`config.mk`:
```
export PLATFORM = sky130hd
export DESIGN_NAME = credit_admit_ni
export DESIGN_NICKNAME = d
export VERILOG_FILES = /design/src/rtl/credit_ni_pkg.sv /design/src/rtl/ni_window_timer.sv /design/src/rtl/ni_credit_engine.sv /design/src/rtl/ni_request_tracker.sv /design/src/rtl/credit_admit_ni.sv
export SDC_FILE = /design/constraint.sdc
export NUM_CORES = 1
export LEC_CHECK = 0
export BUFFER_PORTS_ARGS = -buffer_cell sky130_fd_sc_hd__buf_2
export CAP_MARGIN = 20
export CORE_MARGIN = 10
export CORE_UTILIZATION = 50
export CTS_CLUSTER_SIZE = 24
export DETAILED_ROUTE_END_ITERATION = 8
export GPL_TIMING_DRIVEN = 0
export PLACE_DENSITY = 0.77
export SLEW_MARGIN = 10
export SYNTH_ARGS = -nofsm -noshare
export SYNTH_HDL_FRONTEND = slang
export SYNTH_SLANG_ARGS = --single-unit
export TNS_END_PERCENT = 1
```
`constraint.sdc`:
```
create_clock -name clk -period 3.77 [get_ports clk]
set_input_delay 0.9425 -clock clk [delete_from_list [all_inputs] [get_ports clk]]
set_output_delay 0.9425 -clock clk [all_outputs]
set_load 0.005 [all_outputs]
```
`src/rtl/credit_ni_pkg.sv`:
```
package credit_ni_pkg;

   // clamp an integer into [lo, hi]
   function automatic int clip_int(input int v, input int lo, input int hi);
      if (v > hi) return hi;
      if (v < lo) return lo;
      return v;
   endfunction

endpackage

```
`src/rtl/ni_window_timer.sv`:
```
module ni_window_timer #(
   parameter int GRANT_LAT = 3
) (
   input  logic clk,
   input  logic rst_n,
   input  logic iv_stb,
   output logic start,
   output logic close_now,
   output logic win_open
);
   localparam int CNT_W = (GRANT_LAT < 2) ? 1 : $clog2(GRANT_LAT);

   logic [CNT_W-1:0] cnt_q;
   logic             open_q;

   assign start     = iv_stb & ~open_q;
   assign close_now = open_q & (cnt_q == '0);
   assign win_open  = open_q;

   always_ff @(posedge clk) begin
      if (!rst_n) begin
         open_q <= 1'b0;
         cnt_q  <= '0;
      end else if (start) begin
         open_q <= 1'b1;
         cnt_q  <= CNT_W'(GRANT_LAT - 1);
      end else if (open_q) begin
         if (cnt_q == '0) open_q <= 1'b0;
         else             cnt_q  <= cnt_q - 1'b1;
      end
   end

   // a strobe inside an open window never restarts it
   p_no_restart_r8: assert property (@(posedge clk) disable iff (!rst_n)
      (open_q && !close_now) |=> (open_q && cnt_q == $past(cnt_q) - 1'b1));

   // an accepted strobe always opens the window
   p_open_after_start_r2: assert property (@(posedge clk) disable iff (!rst_n)
      start |=> open_q);

endmodule

```
`src/rtl/ni_credit_engine.sv`:
```
module ni_credit_engine
   import credit_ni_pkg::*;
#(
   parameter int CREDIT_W    = 8,
   parameter int INIT_CREDIT = 4,
   parameter int CREDIT_INC  = 1,
   parameter int CREDIT_DEC  = 3,
   parameter int REPLENISH   = 4,
   parameter int LO_BOUND    = 3,
   parameter int HI_BOUND    = 100
) (
   input  logic clk,
   input  logic rst_n,
   input  logic upd,
   input  logic granted,
   input  logic frame_stb,
   output logic eligible
);
   localparam int MAX_C = (1 << (CREDIT_W - 1)) - 1;
   localparam int MIN_C = -(1 << (CREDIT_W - 1));
   localparam bit OPEN_WINDOW = (LO_BOUND <= MIN_C) && (HI_BOUND >= MAX_C);

   logic signed [CREDIT_W-1:0] credit_q;
   int sum_i;
   int nxt_i;

   always_comb begin
      sum_i = int'(credit_q) + CREDIT_INC - (granted ? CREDIT_DEC : 0);
      nxt_i = clip_int(sum_i, MIN_C, MAX_C);
   end

   always_ff @(posedge clk) begin
      if (!rst_n)         credit_q <= CREDIT_W'(INIT_CREDIT);
      else if (frame_stb) credit_q <= CREDIT_W'(REPLENISH);
      else if (upd)       credit_q <= CREDIT_W'(nxt_i);
   end

   generate
      if (OPEN_WINDOW) begin : g_open
         assign eligible = 1'b1;
      end else begin : g_bounded
         assign eligible = (int'(credit_q) >= LO_BOUND) &&
                           (int'(credit_q) <= HI_BOUND);
      end
   endgenerate

   // with no charge the credit never falls (no wrap past the top)
   p_no_overflow_r5: assert property (@(posedge clk) disable iff (!rst_n)
      (upd && !granted && !frame_stb) |=> (credit_q >= $past(credit_q)));

   // a charge never raises the credit above its old value plus gain
   p_no_underflow_r5: assert property (@(posedge clk) disable iff (!rst_n)
      (upd && granted && !frame_stb) |=>
      (int'(credit_q) <= int'($past(credit_q)) + CREDIT_INC));

   // frame reload wins over everything
   p_frame_reload_r6: assert property (@(posedge clk) disable iff (!rst_n)
      frame_stb |=> (int'(credit_q) == REPLENISH));

   // idle intervals leave the credit alone
   p_idle_hold_r4: assert property (@(posedge clk) disable iff (!rst_n)
      (!upd && !frame_stb) |=> $stable(credit_q));

endmodule

```
`src/rtl/ni_request_tracker.sv`:
```
module ni_request_tracker #(
   parameter int PRIO_W      = 3,
   parameter int STATIC_PRIO = 5
) (
   input  logic              clk,
   input  logic              rst_n,
   input  logic              req_in,
   input  logic              start,
   input  logic              close_now,
   input  logic              gnt_in,
   input  logic              eligible,
   output logic              upd,
   output logic              granted,
   output logic              req_vld,
   output logic [PRIO_W:0]   prio_tag
);
   logic pend_q;

   assign upd     = close_now & req_vld;
   assign granted = upd & gnt_in;

   always_ff @(posedge clk) begin
      if (!rst_n) begin
         pend_q   <= 1'b0;
         req_vld  <= 1'b0;
         prio_tag <= '0;
      end else begin
         pend_q <= req_in | (pend_q & ~granted);
         if (start && pend_q) begin
            req_vld  <= 1'b1;
            prio_tag <= {eligible, PRIO_W'(STATIC_PRIO)};
         end else if (close_now) begin
            req_vld  <= 1'b0;
            prio_tag <= '0;
         end
      end
   end

   // a pending request is launched on an accepted strobe
   p_launch_r2: assert property (@(posedge clk) disable iff (!rst_n)
      (start && pend_q) |=> req_vld);

   // tag is frozen while the request is offered
   p_tag_hold_r3: assert property (@(posedge clk) disable iff (!rst_n)
      (req_vld && !close_now) |=> (req_vld && $stable(prio_tag)));

   // an ungranted request survives for the next interval
   p_retry_r7: assert property (@(posedge clk) disable iff (!rst_n)
      (upd && !gnt_in) |=> pend_q);

   // a stray grant cannot clear the pending flag
   p_stray_grant_r8: assert property (@(posedge clk) disable iff (!rst_n)
      (pend_q && !upd) |=> pend_q);

endmodule

```
`src/rtl/credit_admit_ni.sv`:
```
module credit_admit_ni #(
   parameter int CREDIT_W    = 8,
   parameter int INIT_CREDIT = 4,
   parameter int CREDIT_INC  = 1,
   parameter int CREDIT_DEC  = 3,
   parameter int REPLENISH   = 4,
   parameter int LO_BOUND    = 3,
   parameter int HI_BOUND    = 100,
   parameter int PRIO_W      = 3,
   parameter int STATIC_PRIO = 5,
   parameter int GRANT_LAT   = 3
) (
   input  logic            clk,
   input  logic            rst_n,
   input  logic            iv_stb,
   input  logic            frame_stb,
   input  logic            req_in,
   input  logic            gnt_in,
   output logic            req_vld,
   output logic [PRIO_W:0] prio_tag
);
   localparam int MAX_C = (1 << (CREDIT_W - 1)) - 1;
   localparam int MIN_C = -(1 << (CREDIT_W - 1));

   if (CREDIT_W < 2 || CREDIT_W > 30) begin : g_bad_width
      $error("CREDIT_W out of range");
   end
   if (GRANT_LAT < 1) begin : g_bad_lat
      $error("GRANT_LAT must be at least 1");
   end
   if (CREDIT_INC < 0 || CREDIT_INC > MAX_C || CREDIT_DEC < 0 || CREDIT_DEC > MAX_C) begin : g_bad_step
      $error("credit steps must be non-negative and fit the credit width");
   end
   if (INIT_CREDIT < MIN_C || INIT_CREDIT > MAX_C || REPLENISH < MIN_C || REPLENISH > MAX_C) begin : g_bad_load
      $error("load values must fit the credit width");
   end
   if (LO_BOUND > HI_BOUND) begin : g_bad_bounds
      $error("LO_BOUND above HI_BOUND");
   end
   if (PRIO_W < 1 || STATIC_PRIO < 0 || STATIC_PRIO >= (1 << PRIO_W)) begin : g_bad_prio
      $error("STATIC_PRIO does not fit PRIO_W");
   end

   logic start, close_now, win_open;
   logic upd, granted, eligible;

   ni_window_timer #(.GRANT_LAT(GRANT_LAT)) u_timer (
      .clk(clk), .rst_n(rst_n), .iv_stb(iv_stb),
      .start(start), .close_now(close_now), .win_open(win_open)
   );

   ni_credit_engine #(
      .CREDIT_W(CREDIT_W), .INIT_CREDIT(INIT_CREDIT), .CREDIT_INC(CREDIT_INC),
      .CREDIT_DEC(CREDIT_DEC), .REPLENISH(REPLENISH),
      .LO_BOUND(LO_BOUND), .HI_BOUND(HI_BOUND)
   ) u_credit (
      .clk(clk), .rst_n(rst_n), .upd(upd), .granted(granted),
      .frame_stb(frame_stb), .eligible(eligible)
   );

   ni_request_tracker #(.PRIO_W(PRIO_W), .STATIC_PRIO(STATIC_PRIO)) u_track (
      .clk(clk), .rst_n(rst_n), .req_in(req_in), .start(start),
      .close_now(close_now), .gnt_in(gnt_in), .eligible(eligible),
      .upd(upd), .granted(granted), .req_vld(req_vld), .prio_tag(prio_tag)
   );

   // the request is only offered inside a grant window
   p_vld_in_window_r2: assert property (@(posedge clk) disable iff (!rst_n)
      req_vld |-> win_open);

   // an idle output carries a zero tag
   p_idle_tag_r3: assert property (@(posedge clk) disable iff (!rst_n)
      !req_vld |-> (prio_tag == '0));

endmodule

```
==> reports/results.txt, run 1 <==
sequential standard cell area: 280 sq um
Startpoint Class: flop
CP arrival: 3.53 ns
Vias per Instance: 5.79
met1 global-route usage: 14.3%
DRC: 0
Crit Reg-Reg Startpoint: u_timer.win_open$_SDFF_PN0_
clk_skew: 0.00213 ns
# diodes: 0
Pre-antenna DRT Iters: 4
Yosys cell types: 55
H-Tree Depth: 1
Synth Warn #: 0
vias in the first global route: 1083
Worst Setup End Kind: flop
fmax: 296 MHz
CTS tree: built
Final Hold Vio Count: 0
final worst slack: 0.395 ns
post-cts sizing count: 0
post-synthesis async set-or-reset flop share: 0%
CP required: 3.93 ns
XOR/XNOR Fraction of Synth Area: 2.02%
Hold Crit Start: u_credit.credit_q[7]$_SDFFE_PP0N_
maximum VDD drop: 159 uV
# clock sinks: 14
vias: 1117
mux share of post-synthesis cell area: 0.771%
outcome: finished clean
layout filler cell count: 224
gr usage total: 12.0%
Syn Inst Count: 150
Post-Syn Nets: 173
max-slew violations: 0
RSZ-0062 raised after global routing: false
Synth area leaders: dfxtp_1 22%, ha_1 15%, inv_1 4.6%, a21oi_1 3.5%, o21ai_0 2.7%
kind of critical path: flop to flop
share of cells above drive strength 1: 21.5%
leak pwr: 0.582 nW
Post-synth top flop: dfxtp_1
total gr overflow: 0
Adder-Cell Fraction of Synth Area: 17.0%
CTS buffer count: 3
CTS root buf: clkbuf_4
Yosys reg bits: 14
Initial Util: 52.4%
fin crit period: 3.38 ns
register area share after synthesis: 21.6%
Die Wd: 71.0 um
GRT busiest layer: met2
met2 Track Usage GR: 20.0%
synthesized area: 0.00130 sq mm
Post-DRT Antenna Nets: 0
IO Port Bufs: 9
synthesis-to-layout area growth: 9.15%
Final setup violation count: 0
Power per Cell Area: 218 mW/mm^2
final period utilization: 89.5%
WL final: 2890 um
setup bufs post-CTS: 0
max cap viols: 0
dpl hpwl: 2290 um
pre-CTS setup slack: 0.227 ns
Core Area: 0.00248 sq mm
Ports: 11
Buf+Inv Stages, Crit Path: 3
grt met3 use: 1.67%
largest net degree at the start of global routing: 10
Yosys top cell area share: 21.6%
Worst path slowest cell: nor4_4
Die ar.: 0.00504 sq mm
initial drt markers: 39
Placer Congestion: 0.936
Post-synth EDFFs: 0
maximum fanout along the worst path: 8
Synth Area in Simple Gates: 25.8%
CTS clk-pin slew, worst paths: 0.09 ns
Multi-input gate area: 911 sq um
largest area contributor in the netlist: dfxtp_1
Worst Setup SP: u_timer.win_open$_SDFF_PN0_
CP max stage delay: 0.48 ns
most instantiated cells after synthesis: 16 x ha_1, 16 x inv_1, 14 x dfxtp_1, 9 x a21oi_1, 8 x nand2_1
Max Root-Sink Buffers: 2
final setup TNS: 0 ns
initial antenna violation count: 0
Die H: 71.0 um
Final nets: 187
complex-gate fraction of the synthesized area: 24.3%
largest family of logic cells by synthesized area: simple AND/OR/NAND/NOR gates
Post-Syn Area per Cell: 8.66 sq um
CP top delay family: simple AND/OR/NAND/NOR gates
# rows: 18
first-pass GRT wire length: 5110 um
Cell Chain, Critical Path: nor3b_2 -> and2_1 -> buf_2 -> nand2_1 -> inv_1 -> ha_1 -> inv_1 -> ha_1 -> fa_1 -> nor2b_2 -> o211ai_1 -> nand3_2 -> nor4_4 -> a211oi_1
Post-CTS Hold Buffers: 0
Routed wire per std cell: 14.9 um
later-pin clock latency in the skew report: 0.29 ns
min-delay worst type: flop to flop
-- area by class of cell --
class | count | area share [%]
plain buffers | 7 | 3.35
clock buffers | 4 | 2.56
inverters | 16 | 4.24
multi-input cells | 113 | 64.3
flip-flops and latches | 14 | 19.8
well taps | 30 | 2.65
repair buffers | 9 | 3.18
-- report_power, final --
| part | switching, W | internal [W] |
|---|---|---|
| clock network | 0.0000524 | 0.0000589 |
| registers | 0.00000453 | 0.000153 |
| logic | 0.0000215 | 0.0000191 |
| total | 0.0000784 | 0.000231 |
-- sequential cells by signal (all words and copies together), names as in the netlist --
name / cells
u_credit.credit_q: 8
u_timer.cnt_q: 2
u_timer.win_open: 1
u_track.pend_q: 1
u_track.prio_tag: 2
-- cell usage in the layout, fill, tap and decap left out, types with 3 or more instances in the layout --
master | synthesis | final
a211oi_1 | 3 | 3
a21oi_1 | 9 | 9
buf_2 | 2 | 11
buf_4 | 3 | 3
clkbuf_4 | 0 | 3
dfxtp_1 | 14 | 14
ha_1 | 16 | 16
inv_1 | 16 | 16
nand2_1 | 8 | 8
nand2b_1 | 4 | 4
nor2_1 | 6 | 6
nor2b_1 | 4 | 4
nor3_1 | 3 | 3
o211ai_1 | 3 | 3
o21ai_0 | 7 | 7
xor2_1 | 3 | 3
-- stage by stage --
step	cell area, sq um	util, %	cells	hold slack [ns]	total power, W
after detailed placement	1380	55.8	189	0.467	0.000201
after global placement	1380	55.8	189	0.462	0.000200
after floorplan	1300	-	150	0.445	0.000189
after global routing	1420	57.2	193	0.520	0.000324
final	1420	57.2	193	0.474	0.000309
after CTS	1420	57.2	193	0.478	0.000312
-- logic make-up (layout without fill, tap and decap cells) --
family          count (synthesis)  after routing
mux                             1              1
other cells                     1              1
flops                          14             14
simple gates                   50             50
buf+inv                        23             36
compound gates                 41             41
fa+ha+maj                      17             17
xor+xnor                        3              3
-- worst reg2reg max path, cell delays in order, from the launching register on --
cell      delay, ns
dfxtp_1        0.38
nor3b_2        0.29
and2_1         0.17
buf_2          0.19
nand2_1        0.13
inv_1          0.07
ha_1           0.11
inv_1          0.04
ha_1           0.25
fa_1           0.44
nor2b_2        0.19
o211ai_1       0.25
nand3_2        0.17
nor4_4         0.48
a211oi_1       0.10
-- per-layer routing --
layer  share of wire, %  vias up
li1                   -      559
met1                 46      523
met3                5.3        4
met5                  0        -
met4                1.7        0
met2                 47       31
-- worst paths after layout --
check,to,slack [ns],depth (start not counted)
max,u_credit.credit_q[5]$_SDFFE_PP0N_,0.39,14
min,u_credit.credit_q[7]$_SDFFE_PP0N_,0.47,2
max reg2reg,u_credit.credit_q[5]$_SDFFE_PP0N_,0.39,14
min reg2reg,u_credit.credit_q[7]$_SDFFE_PP0N_,0.47,2
No activity file was read; power rests on OpenSTA's default activity.
==> run 2: changes to the inputs <==
GPL_TIMING_DRIVEN = not set   (was 0)
==> run 2 against run 1 <==
Net effect:
- clock power about the same
- sequential share of layout area increased by 0.69 points
- design area decreased by 3.4%
- clock-buffer cell count unchanged
- sequential power about the same
- worst hold slack improved by 0.0084 ns
- non-clock buffer count decreased by 7
- sequential cell count unchanged
- utilization decreased by 1.9 points
==> reports/results.txt, run 2 (synthesized netlist as in run 1, its figures left out) <==
Die Wd: 71.0 um (unchanged)
post-cts sizing count: 0 (unchanged)
fin crit period: 3.41 ns (was 3.38 ns)
IO Port Bufs: 9 (unchanged)
Die H: 71.0 um (unchanged)
CTS root buf: clkbuf_4 (unchanged)
Final Hold Vio Count: 0 (unchanged)
H-Tree Depth: 1 (unchanged)
total gr overflow: 0 (unchanged)
CP arrival: 3.55 ns (was 3.53 ns)
final period utilization: 90.4% (was 89.5%)
Initial Util: 52.4% (unchanged)
commonest non-fill, non-tap cells in the layout: 16 x inv_1, 16 x ha_1, 14 x dfxtp_1 (unchanged)
Cell Chain, Critical Path: nor3b_2 -> and2_1 -> nand2_1 -> inv_1 -> ha_1 -> inv_1 -> ha_1 -> fa_1 -> nor2b_2 -> o311ai_2 -> o211ai_2 -> nor3_2 -> o221ai_1 (was nor3b_2 -> and2_1 -> buf_2 -> nand2_1 -> inv_1 -> ha_1 -> inv_1 -> ha_1 -> fa_1 -> nor2b_2 -> o211ai_1 -> nand3_2 -> nor4_4 -> a211oi_1)
first-pass GRT wire length: 5110 um (unchanged)
vias: 1151 (was 1117)
min-delay worst type: flop to flop (unchanged)
Worst path slowest cell: fa_1 (was nor4_4)
Post-DP Area: 0.00133 sq mm (was 0.00138 sq mm)
Placer Congestion: 0.892 (was 0.936)
Vias per Instance: 6.19 (was 5.79)
routed wl met2: 1480 um (was 1360 um)
DRC: 0 (unchanged)
max cap viols: 0 (unchanged)
largest net degree at the start of global routing: 10 (unchanged)
later-pin clock latency in the skew report: 0.28 ns (was 0.29 ns)
Buf+Inv Stages, Crit Path: 2 (was 3)
initial drt markers: 81 (was 39)
Ports: 11 (unchanged)
final core occ: 55.3% (was 57.2%)
initial antenna violation count: 0 (unchanged)
# rows: 18 (unchanged)
Core Area: 0.00248 sq mm (unchanged)
max-slew violations: 0 (unchanged)
outcome: finished clean (unchanged)
Hold Slack: 0.483 ns (was 0.474 ns)
maximum VDD drop: 163 uV (was 159 uV)
Power per Cell Area: 224 mW/mm^2 (was 218 mW/mm^2)
Largest register FFs: 8 (unchanged)
final setup TNS: 0 ns (unchanged)
Post-CTS Hold Buffers: 0 (unchanged)
fmax: 293 MHz (was 296 MHz)
RSZ-0062 raised after global routing: false (unchanged)
Most flops, register: u_credit.credit_q (unchanged)
# clock sinks: 14 (unchanged)
Post-DRT Antenna Nets: 0 (unchanged)
Max Root-Sink Buffers: 2 (unchanged)
# diodes: 0 (unchanged)
clk_skew: 0.00104 ns (was 0.00213 ns)
CTS clk-pin slew, worst paths: 0.09 ns (about the same)
met3 WL post-DR: 188 um (was 152 um)
maximum fanout along the worst path: 8 (unchanged)
Final nets: 180 (was 187)
WL final: 3010 um (was 2890 um)
Inst Count DP: 182 (was 189)
Worst Setup End Kind: flop (unchanged)
synthesis-to-layout area growth: 5.49% (was 9.15%)
dpl hpwl: 2380 um (was 2290 um)
Max Used Layer: met4 (unchanged)
biggest regs: u_credit.credit_q (8), u_timer.cnt_q (2), u_track.prio_tag (2) (unchanged)
kind of critical path: flop to flop (unchanged)
routed length on met1: 1270 um (was 1320 um)
leak pwr: 0.547 nW (was 0.582 nW)
Pre-antenna DRT Iters: 4 (unchanged)
final instance area: 0.00137 sq mm (was 0.00142 sq mm)
gr usage total: 11.8% (was 12.0%)
CTS tree: built (unchanged)
Die ar.: 0.00504 sq mm (unchanged)
Final setup violation count: 0 (unchanged)
CTS buffer count: 3 (unchanged)
CP max stage delay: 0.43 ns (was 0.48 ns)
setup bufs post-CTS: 0 (unchanged)
CP top delay family: simple AND/OR/NAND/NOR gates (unchanged)
CP required: 3.92 ns (was 3.93 ns)
vias in the first global route: 1104 (was 1083)
Startpoint Class: flop (unchanged)
Routed wire per std cell: 16.2 um (was 14.9 um)
share of cells above drive strength 1: 18.6% (was 21.5%)
fin cells: 186 (was 193)
-- run 2: changes by cell type in the layout (fill, tap and decap cells not counted), sizes merged --
cell    previous run  this run
buf               15         9
clkbuf             5         4
-- run 2: worst paths after layout --
check                                         start                                 to  slack [ns]  depth (start not counted)
setup / recovery        u_timer.win_open$_SDFF_PN0_  u_credit.credit_q[2]$_SDFFE_PP1N_        0.36                         13
hold / removal    u_credit.credit_q[7]$_SDFFE_PP0N_  u_credit.credit_q[7]$_SDFFE_PP0N_        0.48                          2
setup reg to reg        u_timer.win_open$_SDFF_PN0_  u_credit.credit_q[2]$_SDFFE_PP1N_        0.36                         13
hold reg to reg   u_credit.credit_q[7]$_SDFFE_PP0N_  u_credit.credit_q[7]$_SDFFE_PP0N_        0.48                          2
-- run 2: area by class of cell --
| class | instances | area (sq um) |
|---|---|---|
| Tap cell | 30 | 37.5 |
| Inverter | 16 | 60.1 |
| Fill cell | 226 | 1110 |
| Timing Repair Buffer | 9 | 45.0 |
| Multi-Input combinational cell | 113 | 911 |
| Clock buffer | 4 | 36.3 |
| Sequential cell | 14 | 280 |
-- run 2: power breakdown --
group | switching, W | internal, W | total (W)
registers | 0.00000505 | 0.000153 | 0.000158
clock network | 0.0000514 | 0.0000588 | 0.000110
logic | 0.0000217 | 0.0000168 | 0.0000386
total | 0.0000781 | 0.000228 | 0.000306
-- run 2: metrics by stage --
step	total power (W)	setup WS, ns
3_5_place_dp	0.000199	0.320
5_1_grt	0.000323	0.139
6_report	0.000306	0.362
4_1_cts	0.000307	0.401
3_3_place_gp	0.000198	0.403
2_1_floorplan	0.000189	0.644
-- run 2: per-layer routing --
metal | global-route usage, % | up-vias
met5 | 0 | -
met2 | 21.0 | 44
met4 | 4.95 | 0
met3 | 2.23 | 10
li1 | - | 551
met1 | 13.4 | 546
-- run 2: worst reg2reg max path, stage by stage, from the launching register on --
cell      delay, ns
dfxtp_1        0.41
nor3b_2        0.30
and2_1         0.35
nand2_1        0.15
inv_1          0.08
ha_1           0.12
inv_1          0.04
ha_1           0.23
fa_1           0.43
nor2b_2        0.19
o311ai_2       0.23
o211ai_2       0.18
nor3_2         0.37
o221ai_1       0.19
==> run 3: changes to the inputs <==
PLACE_DENSITY = 0.73   (was 0.77)
==> run 3 against run 2 <==
Net effect:
- maximum frequency rose by 0.44%
- via count fell by 8.9%
- largest cell class unchanged
- total power fell by 9.4%
==> reports/results.txt, run 3 (synthesized netlist as in run 1, its figures left out) <==
gr usage total: 11.1% (was 11.8%)
largest net degree at the start of global routing: 10 (unchanged)
fin crit period: 3.39 ns (was 3.41 ns)
Clock power frac: 29.5% (was 35.9%)
# diodes: 0 (unchanged)
# clock sinks: 14 (unchanged)
Vias per Instance: 5.67 (was 6.19)
CTS tree: built (unchanged)
clk_skew: 0.00298 ns (was 0.00104 ns)
# rows: 18 (unchanged)
Hold Crit Start: u_credit.credit_q[7]$_SDFFE_PP0N_ (unchanged)
Crit Reg-Reg Startpoint: u_timer.win_open$_SDFF_PN0_ (unchanged)
kind of critical path: flop to flop (unchanged)
leak pwr: 0.540 nW (was 0.547 nW)
initial antenna violation count: 0 (unchanged)
initial drt markers: 54 (was 81)
CTS clk-pin slew, worst paths: 0.08 ns (was 0.09 ns)
WL final: 2780 um (was 3010 um)
dpl hpwl: 2250 um (was 2380 um)
Placer Congestion: 0.899 (was 0.892)
r2r endpoint: u_credit.credit_q[5]$_SDFFE_PP0N_ (was u_credit.credit_q[2]$_SDFFE_PP1N_)
outcome: finished clean (unchanged)
biggest regs: u_credit.credit_q (8), u_timer.cnt_q (2), u_track.prio_tag (2) (unchanged)
DRC: 0 (unchanged)
CP required: 3.91 ns (was 3.92 ns)
Die Wd: 71.0 um (unchanged)
Psw: 0.0000712 W (was 0.0000781 W)
Max Root-Sink Buffers: 2 (unchanged)
Inst Count DP: 182 (unchanged)
FF-to-FF path depth: 13 (unchanged)
vias: 1049 (was 1151)
first-pass GRT wire length: 4860 um (was 5110 um)
total power: 0.000278 W (was 0.000306 W)
RSZ-0062 raised after global routing: false (unchanged)
Pre-antenna DRT Iters: 5 (was 4)
Final setup violation count: 0 (unchanged)
Most flops, register: u_credit.credit_q (unchanged)
Post-DP Area: 0.00133 sq mm (unchanged)
Initial Util: 52.4% (unchanged)
min-delay worst type: flop to flop (unchanged)
total gr overflow: 0 (unchanged)
Final nets: 180 (unchanged)
Core Area: 0.00248 sq mm (unchanged)
Worst Hold Depth: 2 (unchanged)
final instance area: 0.00136 sq mm (was 0.00137 sq mm)
Comb pwr share: 13.7% (was 12.6%)
H-Tree Depth: 1 (unchanged)
fin cells: 185 (was 186)
Int Power: 0.000206 W (was 0.000228 W)
Worst Setup End Kind: flop (unchanged)
power share of the sequential group: 56.7% (was 51.5%)
maximum fanout along the worst path: 8 (unchanged)
final period utilization: 90.0% (was 90.4%)
max cap viols: 0 (unchanged)
Ports: 11 (unchanged)
Final Hold Vio Count: 0 (unchanged)
CTS root buf: clkbuf_4 (unchanged)
share of cells above drive strength 1: 18.1% (was 18.6%)
IO Port Bufs: 9 (unchanged)
hold path endpoint: u_credit.credit_q[7]$_SDFFE_PP0N_ (unchanged)
switching share of power: 25.6% (was 25.5%)
Die ar.: 0.00504 sq mm (unchanged)
Die H: 71.0 um (unchanged)
fmax: 295 MHz (was 293 MHz)
Post-DRT Antenna Nets: 0 (unchanged)
maximum VDD drop: 208 uV (was 163 uV)
Hold Slack: 0.472 ns (was 0.483 ns)
R2R Setup Slk: 0.38 ns (was 0.36 ns)
commonest non-fill, non-tap cells in the layout: 16 x inv_1, 16 x ha_1, 14 x dfxtp_1 (unchanged)
CTS buffer count: 3 (unchanged)
final setup TNS: 0 ns (unchanged)
Routed wire per std cell: 15.0 um (was 16.2 um)
Startpoint Class: flop (unchanged)
vias in the first global route: 1064 (was 1104)
setup bufs post-CTS: 0 (unchanged)
Power per Cell Area: 205 mW/mm^2 (was 224 mW/mm^2)
Post-CTS Hold Buffers: 0 (unchanged)
Largest register FFs: 8 (unchanged)
synthesis-to-layout area growth: 4.43% (was 5.49%)
max-slew violations: 0 (unchanged)
later-pin clock latency in the skew report: 0.27 ns (was 0.28 ns)
CP arrival: 3.54 ns (was 3.55 ns)
post-cts sizing count: 0 (unchanged)
-- run 3: cell types whose count changed in the layout (fill, tap and decap cells not counted) --
cell / before / now
clkbuf_8: 1 / 0
-- run 3: cell type report --
type | instances | area [sq um]
clock buffers | 3 | 22.5
fillers | 240 | 1120
inverters | 16 | 60.1
multi-input cells | 113 | 911
flip-flops and latches | 14 | 280
well taps | 30 | 37.5
repair buffers | 9 | 45.0
-- run 3: routing by layer --
metal / vias to the layer above / track usage (%) / part of all wire [%] / routed length, um
met5: - / 0 / 0 / 0
met4: 0 / 3.23 / 0.83 / 23
met3: 2 / 1.53 / 4.7 / 131
met2: 25 / 19.3 / 49 / 1370
met1: 476 / 13.6 / 45 / 1250
li1: 546 / - / - / -
-- run 3: worst max path at each step --
stage	from	endpoint	slack (ns)	cells after the start
after floorplan	gnt_in	u_credit.credit_q[5]$_SDFFE_PP0N_	0.64	11
after detailed placement	gnt_in	u_credit.credit_q[5]$_SDFFE_PP0N_	0.30	12
after CTS	u_timer.win_open$_SDFF_PN0_	u_credit.credit_q[5]$_SDFFE_PP0N_	0.39	13
final	u_timer.win_open$_SDFF_PN0_	u_credit.credit_q[5]$_SDFFE_PP0N_	0.38	13
after global placement	gnt_in	u_credit.credit_q[5]$_SDFFE_PP0N_	0.41	12
after global routing	u_timer.win_open$_SDFF_PN0_	u_credit.credit_q[5]$_SDFFE_PP0N_	0.09	13
-- run 3: metrics by stage --
stage | utilization [%] | setup slack, ns
6_report | 54.7 | 0.377
5_1_grt | 54.7 | 0.0859
4_1_cts | 54.7 | 0.394
3_5_place_dp | 53.8 | 0.296
3_3_place_gp | 53.8 | 0.414
2_1_floorplan | - | 0.644
-- run 3: critical path, stage by stage (launching register included) --
cell,delay (ns)
dfxtp_1,0.39
nor3b_2,0.30
and2_1,0.35
nand2_1,0.15
inv_1,0.09
ha_1,0.13
inv_1,0.04
ha_1,0.22
fa_1,0.42
nor2b_2,0.18
o211ai_1,0.27
nand3_2,0.17
nor4_4,0.47
a211oi_1,0.09
-- run 3: power by group through the flow --
stage | registers, W | clock network (W) | logic (W)
floorplan | 0.000160 | 0 | 0.0000290
global placement | 0.000161 | 0 | 0.0000370
detailed placement | 0.000161 | 0 | 0.0000382
CTS | 0.000158 | 0.0000844 | 0.0000384
global route | 0.000158 | 0.0000893 | 0.0000429
finish | 0.000157 | 0.0000820 | 0.0000382
